## src/rtl/mdrop_pkg.sv

```systemverilog
`timescale 1ns/1ps
package mdrop_pkg;

    // Filtering policy; bit 1 selects hardware address compare.
    typedef enum logic [1:0] {
        MD_ALL      = 2'b00,
        MD_ADDR_IRQ = 2'b01,
        MD_HW_MATCH = 2'b10,
        MD_HW_QUIET = 2'b11
    } mdrop_mode_e;

    // Frame acceptance state for the hardware-compare policies.
    typedef enum logic [1:0] {
        ST_HUNT        = 2'b00,
        ST_AWAIT_FIRST = 2'b01,
        ST_IN_FRAME    = 2'b10
    } frame_st_e;

endpackage

```

## src/rtl/mdrop_cfg_watch.sv

```systemverilog
`timescale 1ns/1ps
module mdrop_cfg_watch #(
    parameter int CFG_W = 3
) (
    input  logic             clk,
    input  logic             rst_n,
    input  logic [CFG_W-1:0] cfg_in,
    output logic             cfg_chg
);

    logic [CFG_W-1:0] cfg_q;

    always_ff @(posedge clk or negedge rst_n) begin
        if (!rst_n) begin
            cfg_q <= '0;
        end else begin
            cfg_q <= cfg_in;
        end
    end

    assign cfg_chg = (cfg_q != cfg_in);

endmodule

```

## src/rtl/mdrop_addr_cmp.sv

```systemverilog
`timescale 1ns/1ps
module mdrop_addr_cmp #(
    parameter int ADDR_W = 8
) (
    input  logic [ADDR_W-1:0] rx_byte,
    input  logic [ADDR_W-1:0] own_addr,
    output logic              hit
);

    logic [ADDR_W-1:0] bit_eq;

    for (genvar b = 0; b < ADDR_W; b++) begin : g_bit
        assign bit_eq[b] = ~(rx_byte[b] ^ own_addr[b]);
    end

    assign hit = &bit_eq;

endmodule

```

## src/rtl/mdrop_frame_fsm.sv

```systemverilog
`timescale 1ns/1ps
module mdrop_frame_fsm
    import mdrop_pkg::*;
(
    input  logic       clk,
    input  logic       rst_n,
    input  logic       cfg_chg,
    input  logic       rx_valid,
    input  logic       rx_is_addr,
    input  logic       rx_frame_err,
    input  logic       mp_enable,
    input  logic [1:0] mode_sel,
    input  logic       addr_hit,
    output logic       irq,
    output logic       first_data
);

    frame_st_e   state_q, state_d;
    mdrop_mode_e mode;
    logic        hw_mode;
    logic        accepted;
    logic        clean_data;

    assign mode       = mdrop_mode_e'(mode_sel);
    assign hw_mode    = mp_enable && mode_sel[1];
    assign accepted   = (state_q != ST_HUNT);
    assign clean_data = rx_valid && !rx_is_addr && !rx_frame_err;

    // Next-state logic.
    always_comb begin
        state_d = state_q;
        if (cfg_chg) begin
            state_d = ST_HUNT;                                   // resync
        end else if (hw_mode && rx_valid && rx_is_addr) begin
            state_d = addr_hit ? ST_AWAIT_FIRST : ST_HUNT;       // match / miss
        end else if (hw_mode && clean_data) begin
            unique case (state_q)
                ST_AWAIT_FIRST: state_d = ST_IN_FRAME;           // first
                ST_HUNT:        state_d = ST_HUNT;
                ST_IN_FRAME:    state_d = ST_IN_FRAME;
                default:        state_d = ST_HUNT;
            endcase
        end
    end

    // State register.
    always_ff @(posedge clk or negedge rst_n) begin
        if (!rst_n) begin
            state_q <= ST_HUNT;
        end else begin
            state_q <= state_d;
        end
    end

    // Outputs.
    always_comb begin
        irq        = 1'b0;
        first_data = 1'b0;
        if (rx_valid) begin
            if (!mp_enable) begin
                irq = 1'b1;
            end else begin
                unique case (mode)
                    MD_ALL:      irq = 1'b1;
                    MD_ADDR_IRQ: irq = rx_is_addr;
                    MD_HW_MATCH: irq = rx_is_addr ? addr_hit
                                                  : (accepted && !rx_frame_err);
                    MD_HW_QUIET: irq = !rx_is_addr && accepted && !rx_frame_err;
                    default:     irq = 1'b0;
                endcase
                first_data = hw_mode && clean_data && (state_q == ST_AWAIT_FIRST);
            end
        end
    end

endmodule

```

## src/rtl/mdrop_status.sv

```systemverilog
`timescale 1ns/1ps
module mdrop_status (
    input  logic clk,
    input  logic rst_n,
    input  logic rx_valid,
    input  logic rx_is_addr,
    input  logic first_data,
    output logic new_frame,
    output logic addr_flag
);

    always_ff @(posedge clk or negedge rst_n) begin
        if (!rst_n) begin
            new_frame <= 1'b0;
            addr_flag <= 1'b0;
        end else if (rx_valid) begin
            new_frame <= first_data;
            addr_flag <= rx_is_addr;
        end
    end

endmodule

```

## src/rtl/mdrop_addr_filter.sv

```systemverilog
`timescale 1ns/1ps
module mdrop_addr_filter #(
    parameter int DATA_W = 8
) (
    input  logic              clk,
    input  logic              rst_n,
    input  logic              rx_valid,
    input  logic [DATA_W-1:0] rx_data,
    input  logic              rx_is_addr,
    input  logic              rx_frame_err,
    input  logic [1:0]        mode_sel,
    input  logic              mp_enable,
    input  logic [DATA_W-1:0] own_addr,
    output logic              rx_irq,
    output logic              new_frame,
    output logic              addr_flag
);

    localparam int CFG_W = 3;

    logic cfg_chg;
    logic addr_hit;
    logic first_data;

    mdrop_cfg_watch #(.CFG_W(CFG_W)) u_cfg (
        .clk     (clk),
        .rst_n   (rst_n),
        .cfg_in  ({mp_enable, mode_sel}),
        .cfg_chg (cfg_chg)
    );

    mdrop_addr_cmp #(.ADDR_W(DATA_W)) u_cmp (
        .rx_byte  (rx_data),
        .own_addr (own_addr),
        .hit      (addr_hit)
    );

    mdrop_frame_fsm u_fsm (
        .clk          (clk),
        .rst_n        (rst_n),
        .cfg_chg      (cfg_chg),
        .rx_valid     (rx_valid),
        .rx_is_addr   (rx_is_addr),
        .rx_frame_err (rx_frame_err),
        .mp_enable    (mp_enable),
        .mode_sel     (mode_sel),
        .addr_hit     (addr_hit),
        .irq          (rx_irq),
        .first_data   (first_data)
    );

    mdrop_status u_stat (
        .clk        (clk),
        .rst_n      (rst_n),
        .rx_valid   (rx_valid),
        .rx_is_addr (rx_is_addr),
        .first_data (first_data),
        .new_frame  (new_frame),
        .addr_flag  (addr_flag)
    );

endmodule

```

## config.mk

```make
export PLATFORM = sky130hd
export DESIGN_NAME = mdrop_addr_filter
export DESIGN_NICKNAME = d
export VERILOG_FILES = /design/src/rtl/mdrop_pkg.sv /design/src/rtl/mdrop_cfg_watch.sv /design/src/rtl/mdrop_addr_cmp.sv /design/src/rtl/mdrop_frame_fsm.sv /design/src/rtl/mdrop_status.sv /design/src/rtl/mdrop_addr_filter.sv
export SDC_FILE = /design/constraint.sdc
export NUM_CORES = 1
export LEC_CHECK = 0
export ABC_CLOCK_PERIOD_IN_PS = 3300
export BUFFER_PORTS_ARGS = -buffer_cell sky130_fd_sc_hd__buf_2
export CORE_AREA = 2 2 39 41
export DETAILED_ROUTE_END_ITERATION = 16
export DIE_AREA = 0 0 41 43
export GPL_ROUTABILITY_DRIVEN = 0
export PLACE_DENSITY = 0.73
export SLEW_MARGIN = 20
export SYNTH_ARGS = -nofsm -noshare
export SYNTH_HDL_FRONTEND = slang
export SYNTH_HIERARCHICAL = 1
export SYNTH_SLANG_ARGS = --single-unit
```

## constraint.sdc

```tcl
create_clock -name clk -period 3.3 [get_ports clk]
set_input_delay 0.66 -clock clk [delete_from_list [all_inputs] [get_ports clk]]
set_output_delay 0.66 -clock clk [all_outputs]
set_load 0.02 [all_outputs]
```

==> results.rst, run 1 <==
.. list-table::
   :header-rows: 1

   * - Metric
     - Value
   * - Result of the run
     - finished, final reports clean
   * - Internal power contribution
     - 159 uW
   * - Syn. warnings
     - 6
   * - 1st-pass router iterations
     - 4
   * - Standby leakage power
     - about 0.28 nW
   * - Critical-path cell with the highest stage delay
     - xnor2_1
   * - Mux contribution to synthesized area
     - around 5%
   * - Total number of clock tree sinks
     - 7
   * - Synthesized Nets
     - 70
   * - Final number of max-transition violations
     - 0
   * - Maximum number of pins on one net before global-route repair
     - 8
   * - # resized after CTS
     - 0
   * - WS Path Type
     - in -> out
   * - Post-CTS Setup Bufs
     - 0
   * - Post-detailed-route count of antenna-violating nets
     - 0
   * - Number of global-route vias before repair
     - ~400
   * - Worst vdd rail ir drop
     - about 290 uV
   * - CTS clock-pin slew for the worst setup and hold paths
     - ~0.050 ns
   * - Count of pins on the block boundary
     - 27
   * - Cell Rows
     - 14
   * - Max-cap viol count
     - 0
   * - Area share of the leading cell type in the synthesized netlist
     - between 30% and 40%
   * - Most instantiated flip-flop cell in the synthesis netlist
     - dfrtp_1
   * - Final setup vio count
     - 0
   * - Area added between synthesis and finish
     - 39.2%
   * - Later-pin clock latency in the skew report
     - 0.25 ns
   * - Width of the die
     - 41 um
   * - Cell with the most instances after synthesis
     - xnor2_1
   * - Via density per instance
     - 4.67
   * - Chain of cells forming the critical path
     - buf_2 -> xnor2_1 -> nand4_1 -> nor2_1 -> nand2_1 -> o21ai_0 -> o31a_1 -> buf_2
   * - Clock network fraction of design power
     - between 30 and 40%
   * - Total power divided by cell area
     - around 340 nW/um2
   * - Quantity of I/O buffers inserted on ports
     - 26
   * - Area of the core region
     - around 1400 um2
   * - CP peak stage delay
     - 0.15 ns
   * - Synthesized-area fraction occupied by and/or/nand/nor cells
     - between 10% and 20%
   * - Initial Util
     - around a third
   * - WP buf/inv
     - 2
   * - Gate count after technology mapping
     - 44
   * - Final critical delay including setup and external delays
     - 2.27 ns
   * - RSZ-0062 raised after global routing
     - false
   * - Fraction of layout instances using a drive strength above 1
     - between 40% and 50%
   * - Area enclosed by the die boundary
     - roughly 1800 um2
   * - Number of library cell types mapped by synthesis
     - 19
   * - Buffer cell driving the clock tree root
     - clkbuf_4
   * - Combinational family with the most area after synthesis
     - XOR/XNOR gates
   * - Required time reported for the critical path endpoint
     - around 2.6 ns
   * - Cell class contributing the biggest share of worst-path delay
     - compound AO/OA/AOI/OAI gates
   * - CTS buffer count
     - 3
   * - Fraction of the mapped netlist area in compound gates
     - 7.22%
   * - Total track usage
     - roughly 14%
   * - Detailed placement HPWL
     - a little over 800 um
   * - Max Buffers Root-to-Sink
     - 2
   * - Critical path endpoint category
     - output port
   * - Via total after detailed routing
     - 420
   * - Switching portion of total power
     - 25.5%
   * - Average size of a mapped cell
     - approximately 10 um2
   * - Data arrival time of the worst path
     - 1.61 ns
   * - Share of the synthesized netlist area taken by xor and xnor gates
     - about a fifth
   * - Maximum operating frequency
     - ~440 MHz
   * - Die H
     - around 43 um
   * - Clk_skew
     - between 0.002 and 0.0025 ns
   * - Number of antenna violations at the first check in global routing
     - 0
   * - Sequential power share
     - between 40% and 50%
   * - Synth top cells by count
     - 11 x xnor2_1, 7 x dfrtp_1, 3 x inv_1, 3 x nand2_1
   * - Hold violation total from the final report
     - 0
   * - Dominant cells by area after synthesis
     - dfrtp_1 39%, xnor2_1 21%, ha_1 5.6%
   * - Number of DRC violations after detailed routing
     - 0
   * - Mean routed wirelength per cell
     - approximately 11 um
   * - Cell type with the highest aggregate area in the netlist
     - dfrtp_1
   * - Headroom to the max-slew limit
     - about 84%
   * - Share of synthesized flip-flops with an asynchronous set or reset
     - 100%
   * - Path class of the lowest-slack min-delay path
     - in -> async
   * - Sw Pwr
     - around 54 uW
   * - Fraction of the yosys area taken by sequential cells
     - around 40%
   * - Slew at the pin closest to its max-slew limit
     - ~0.24 ns
   * - Diode insertion count for antenna repair
     - 0
   * - Global-route wire length before repair
     - around 1600 um
   * - Maximum fanout along the worst path
     - 2
   * - Htree depth
     - 1
   * - Total standard cell area after synthesis
     - ~450 um2
   * - Worst Setup Start Kind
     - input port
   * - Count of flip-flops with a built-in enable after synthesis
     - 0
   * - Total negative setup slack
     - 0 ns
   * - Number of nets in the finished design
     - between 100 and 150
   * - Post-layout utilization of the core
     - between 40% and 50%
   * - Final worst path period share
     - between 60 and 70%
   * - Routed Wire Length
     - about 950 um
   * - Relative contribution of combinational cells to total power
     - 21.1%
   * - Adder-cell share of the synthesized area
     - about 5.6%
   * - Number of flip-flops and latches in the synthesized netlist
     - 7
   * - Cell type with the highest occurrence count on the critical path
     - buf_2
   * - Starting DRC count in detailed routing
     - 7
   * - CTS tree
     - yes
   * - Congestion Overflow GR
     - 0
   * - CTS Hold Bufs
     - 0
==> power groups by stage <==
stage / combinational [mW] / sequential, mW / clock (mW)
after global routing: 0.0499 / 0.0909 / 0.0859
after global placement: 0.0440 / 0.0918 / 0
final: 0.0449 / 0.0906 / 0.0777
after detailed placement: 0.0453 / 0.0921 / 0
after CTS: 0.0454 / 0.0906 / 0.0814
after floorplan: 0.0192 / 0.0934 / 0
==> worst reg2reg max path, cell delays in order (launching register included) <==
cell and delay [ns]:
dfrtp_1 0.37, inv_1 0.07, ha_1 0.27, or4b_1 0.43
a31oi_1 0.16
==> cell families after synthesis <==
logic type,Yosys count
mux,2
buf+inv,3
simple gates,14
xor+xnor,11
compound gates,5
fa+ha+maj,2
flops,7
==> sequential cells by signal, indices dropped and copies added (netlist names) <==
register	cells
u_cfg/cfg_q	3
u_fsm/state_q	2
u_stat/addr_flag	1
u_stat/new_frame	1
==> routing by layer <==
| metal | part of all wire [%] | wire, um | track usage (%) | vias to the layer above |
|---|---|---|---|---|
| met4 | 0 | 0 | 8.00 | 0 |
| li1 | - | - | - | 213 |
| met2 | 52 | 488 | 21.9 | 18 |
| met1 | 43 | 404 | 16.4 | 189 |
| met5 | 0 | 0 | 0 | - |
| met3 | 5.5 | 52 | 3.14 | 0 |
==> cells in the final DEF, fill, tap and decap left out, drive strengths merged, types with 2 or more instances in the layout <==
| cell type | synthesis | final |
|---|---|---|
| dfrtp | 7 | 7 |
| nand2 | 3 | 3 |
| nor4b | 2 | 2 |
| xnor2 | 11 | 11 |
| ha | 2 | 2 |
| nand3 | 2 | 2 |
| nand4 | 2 | 2 |
| nor2 | 2 | 2 |
| clkbuf | 0 | 4 |
| inv | 3 | 3 |
| buf | 0 | 26 |
| mux2 | 2 | 2 |
==> final timing paths <==
check	startpoint	to	slack, ns	depth (start not counted)
setup / recovery	own_addr[4]	rx_irq	1.03	8
hold / removal	rst_n	u_stat/addr_flag	0.24	1
setup reg to reg	u_fsm/state_q[1]	u_fsm/state_q[1]	1.92	4
hold reg to reg	u_stat/new_frame	u_stat/new_frame	0.51	1
max in group asynchronous	rst_n	u_cfg/cfg_q[0]	2.91	1
min in group clk	u_stat/new_frame	u_stat/new_frame	0.51	1
==> area by class of cell <==
class / count / area (um2)
flip-flops and latches: 7 / 175
multi-input cells: 34 / 264
clock buffers: 4 / 26.3
inverters: 3 / 11.3
repair buffers: 26 / 130
well taps: 16 / 20.0
fillers: 136 / 757
==> stage by stage <==
stage	worst slack (ns)	cells	power (mW)	cell area, um2	hold slack, ns
global placement	1.01	86	0.136	601	0.493
floorplan	1.23	44	0.113	450	0.364
global route	0.897	90	0.227	627	0.229
CTS	1.01	90	0.217	627	0.229
finish	1.03	90	0.213	627	0.235
detailed placement	1.02	86	0.137	601	0.496
(Power assumes the default switching activity.)
==> run 2, diff against run 1 <==
--- a/config.mk
+++ b/config.mk
@@ -5,7 +5,7 @@
 export SDC_FILE = /design/constraint.sdc
 export NUM_CORES = 1
 export LEC_CHECK = 0
-export ABC_CLOCK_PERIOD_IN_PS = 3300
+export ABC_CLOCK_PERIOD_IN_PS = 2100
 export BUFFER_PORTS_ARGS = -buffer_cell sky130_fd_sc_hd__buf_2
 export CORE_AREA = 2 2 39 41
 export DETAILED_ROUTE_END_ITERATION = 16
==> constraint.sdc (replaced) <==
create_clock -name clk -period 2.1 [get_ports clk]
set_input_delay 0.42 -clock clk [delete_from_list [all_inputs] [get_ports clk]]
set_output_delay 0.42 -clock clk [all_outputs]
set_load 0.02 [all_outputs]
==> run 2 against run 1 <==
Effect of this change: register-to-register slack got worse by 1.2 ns; core utilization rose by 0.72 points; largest cell class unchanged; sequential share of layout area fell by 0.44 points; routed wire length rose by 8.4%.
==> results.rst, run 2 (synthesized netlist as in run 1, its figures left out) <==
.. list-table::
   :header-rows: 1

   * - Metric
     - Value
   * - Detailed placement HPWL
     - 803 um (was 807 um)
   * - Slack of the worst reg-to-reg path
     - 0.69 ns (was 1.92 ns)
   * - Width of the die
     - 41 um (unchanged)
   * - Congestion Overflow GR
     - 0 (unchanged)
   * - Max Buffers Root-to-Sink
     - 2 (unchanged)
   * - Final-layout worst hold slack
     - 0.337 ns (was 0.235 ns)
   * - Total power divided by cell area
     - 530 nW/um2 (was 340 nW/um2)
   * - Worst hold endpoint
     - u_cfg/cfg_q[0]
   * - Final critical delay including setup and external delays
     - ~1.9 ns
   * - Count of pins on the block boundary
     - 27 (unchanged)
   * - Initial Util
     - 32.5% (unchanged)
   * - Register with the most flip-flops
     - u_cfg/cfg_q (unchanged)
   * - Fillers
     - 135 (was 136)
   * - Later-pin clock latency in the skew report
     - 0.25 ns (about the same)
   * - Slew at the pin closest to its max-slew limit
     - 0.248 ns (was 0.239 ns)
   * - Global-route wire length before repair
     - 1690 um (was 1610 um)
   * - Required time reported for the critical path endpoint
     - 1.68 ns (was 2.64 ns)
   * - Number of flip-flops under the largest register name
     - 3 (unchanged)
   * - Switching portion of total power
     - 25.6% (was 25.5%)
   * - Data arrival time of the worst path
     - 1.45 ns (was 1.61 ns)
   * - Origin of the critical flop-to-flop path
     - u_fsm/state_q[1] (unchanged)
   * - Commonest non-fill, non-tap cells in the layout
     - 26 x buf_2, 11 x xnor2_1, 7 x dfrtp_1 (unchanged)
   * - Total number of clock tree sinks
     - 7 (unchanged)
   * - Number of DRC violations after detailed routing
     - 0 (unchanged)
   * - Post-detailed-route count of antenna-violating nets
     - 0 (unchanged)
   * - Standby leakage power
     - 0.283 nW (was 0.279 nW)
   * - CTS clock-pin slew for the worst setup and hold paths
     - 0.05 ns (about the same)
   * - Final worst path period share
     - between 80% and 90%
   * - Number of antenna violations at the first check in global routing
     - 0 (unchanged)
   * - CTS buffer count
     - 3 (unchanged)
   * - Area enclosed by the die boundary
     - 1760 um2 (unchanged)
   * - Result of the run
     - finished, final reports clean (unchanged)
   * - Starting DRC count in detailed routing
     - 6 (was 7)
   * - Worst Hold Path Cells
     - 1
   * - Routed Wire Length
     - 1020 um (was 945 um)
   * - Number of cells in the design after placement
     - 86 (unchanged)
   * - CTS tree
     - yes (unchanged)
   * - Hold violation total from the final report
     - 0 (unchanged)
   * - Fraction of layout instances using a drive strength above 1
     - 44.0% (was 44.6%)
   * - Post-layout total power
     - 337 uW (was 213 uW)
   * - Length of routed met3 wiring
     - 62 um (was 52 um)
   * - Critical path endpoint category
     - output port (unchanged)
   * - Worst vdd rail ir drop
     - 452 uV (was 288 uV)
   * - Max-cap viol count
     - 0 (unchanged)
   * - Most common cell after layout, fill and taps aside
     - buf_2 (unchanged)
   * - Total track usage
     - 14.6% (was 13.9%)
   * - Total negative setup slack
     - 0 ns (unchanged)
   * - Relative contribution of combinational cells to total power
     - 21.5% (was 21.1%)
   * - Post-layout utilization of the core
     - 46.0% (was 45.3%)
   * - 1st-pass router iterations
     - 4 (unchanged)
   * - Headroom to the max-slew limit
     - 83.3% (was 83.8%)
   * - Cell Rows
     - 14 (unchanged)
   * - Buffer cell driving the clock tree root
     - clkbuf_4 (unchanged)
   * - Sequential power share
     - 42.2% (was 42.5%)
   * - Via total after detailed routing
     - 432 (was 420)
   * - Worst Setup Start Kind
     - flop (was input port)
   * - Wire length on met2
     - 546 um (was 488 um)
   * - Maximum operating frequency
     - 534 MHz
   * - RSZ-0062 raised after global routing
     - false (unchanged)
   * - Htree depth
     - 1 (unchanged)
   * - WS Path Type
     - reg -> out (was in -> out)
   * - Area added between synthesis and finish
     - 41.4% (was 39.2%)
   * - Internal power contribution
     - 251 uW (was 159 uW)
   * - Metal1 wirelength
     - 415 um (was 404 um)
   * - Origin of the worst min-delay path
     - mode_sel[0]
   * - Diode insertion count for antenna repair
     - 0 (unchanged)
   * - Die H
     - 43 um (unchanged)
   * - Biggest registers after layout
     - u_cfg/cfg_q (3), u_fsm/state_q (2) (unchanged)
   * - Clock network fraction of design power
     - 36.3% (was 36.5%)
   * - Path class of the lowest-slack min-delay path
     - in -> reg (was in -> async)
   * - Via density per instance
     - 4.75 (was 4.67)
   * - Quantity of I/O buffers inserted on ports
     - 26 (unchanged)
   * - Post-route non-filler standard cell count
     - 91 (was 90)
   * - Number of nets in the finished design
     - 102 (was 101)
   * - Capture instance of the worst register-to-register path
     - u_fsm/state_q[1] (unchanged)
   * - Maximum number of pins on one net before global-route repair
     - 8 (unchanged)
   * - Sw Pwr
     - 86.3 uW (was 54.3 uW)
   * - Final number of max-transition violations
     - 0 (unchanged)
   * - Worst reg2reg path depth
     - 4 (unchanged)
   * - Maximum fanout along the worst path
     - 3 (was 2)
   * - Uppermost routed layer
     - met3 (unchanged)
   * - Clk_skew
     - 0.00438 ns (was 0.00201 ns)
   * - Final setup vio count
     - 0 (unchanged)
   * - Area of the core region
     - 1380 um2 (unchanged)
   * - Number of global-route vias before repair
     - 428 (was 409)
   * - Mean routed wirelength per cell
     - 11.3 um (was 10.5 um)
   * - Post-CTS Setup Bufs
     - 0 (unchanged)
[run 2: cell count changes in the layout (fill, tap and decap cells not counted), sizes merged]
cell / previous run / this run
dlygate4sd3: 0 / 1
[run 2: area by class of cell]
class	count	area, um2	share of cell area, %
clock buffers	4	26.3	4.13
inverters	3	11.3	1.77
multi-input cells	34	264	41.5
flip-flops and latches	7	175	27.5
well taps	16	20.0	3.14
repair buffers	27	140	22.0
[run 2: metal layers]
metal | vias to the layer above | track usage (%)
met4 | 0 | 8.00
met2 | 20 | 24.7
met3 | 0 | 3.14
met5 | - | 0
met1 | 196 | 15.7
li1 | 216 | -
[run 2: what timing repair did]
action,in CTS,in global routing
hold buffers,1,0
endpoints found under the setup margin,0,0
gates resized for setup,0,0
hold endpoints to repair,7,0
[run 2: worst max-delay path: stages, from the launching register on]
cell and delay [ns]:
dfrtp_1 0.37, inv_1 0.07, ha_1 0.18, nor4b_1 0.24
o31a_1 0.18, buf_2 0.15
[run 2: worst max-delay path by stage]
stage,from,endpoint,slack [ns],cells after the start
floorplan,own_addr[2],rx_irq,0.51,6
global placement,own_addr[2],rx_irq,0.29,8
detailed placement,own_addr[2],rx_irq,0.28,8
CTS,u_fsm/state_q[1],rx_irq,0.22,5
global route,u_fsm/state_q[1],rx_irq,0.14,5
finish,u_fsm/state_q[1],rx_irq,0.23,5
[run 2: power by group through the flow]
stage / combinational [mW] / clock (mW) / sequential (mW)
3_3_place_gp: 0.0692 / 0 / 0.144
6_report: 0.0725 / 0.122 / 0.142
4_1_cts: 0.0731 / 0.128 / 0.142
2_1_floorplan: 0.0302 / 0 / 0.147
5_1_grt: 0.0804 / 0.135 / 0.143
3_5_place_dp: 0.0712 / 0 / 0.145
[run 2: metrics by stage]
stage	area (um2)	setup WS (ns)
5_1_grt	637	0.143
3_3_place_gp	601	0.290
4_1_cts	637	0.218
2_1_floorplan	450	0.506
6_report	637	0.227
3_5_place_dp	601	0.276
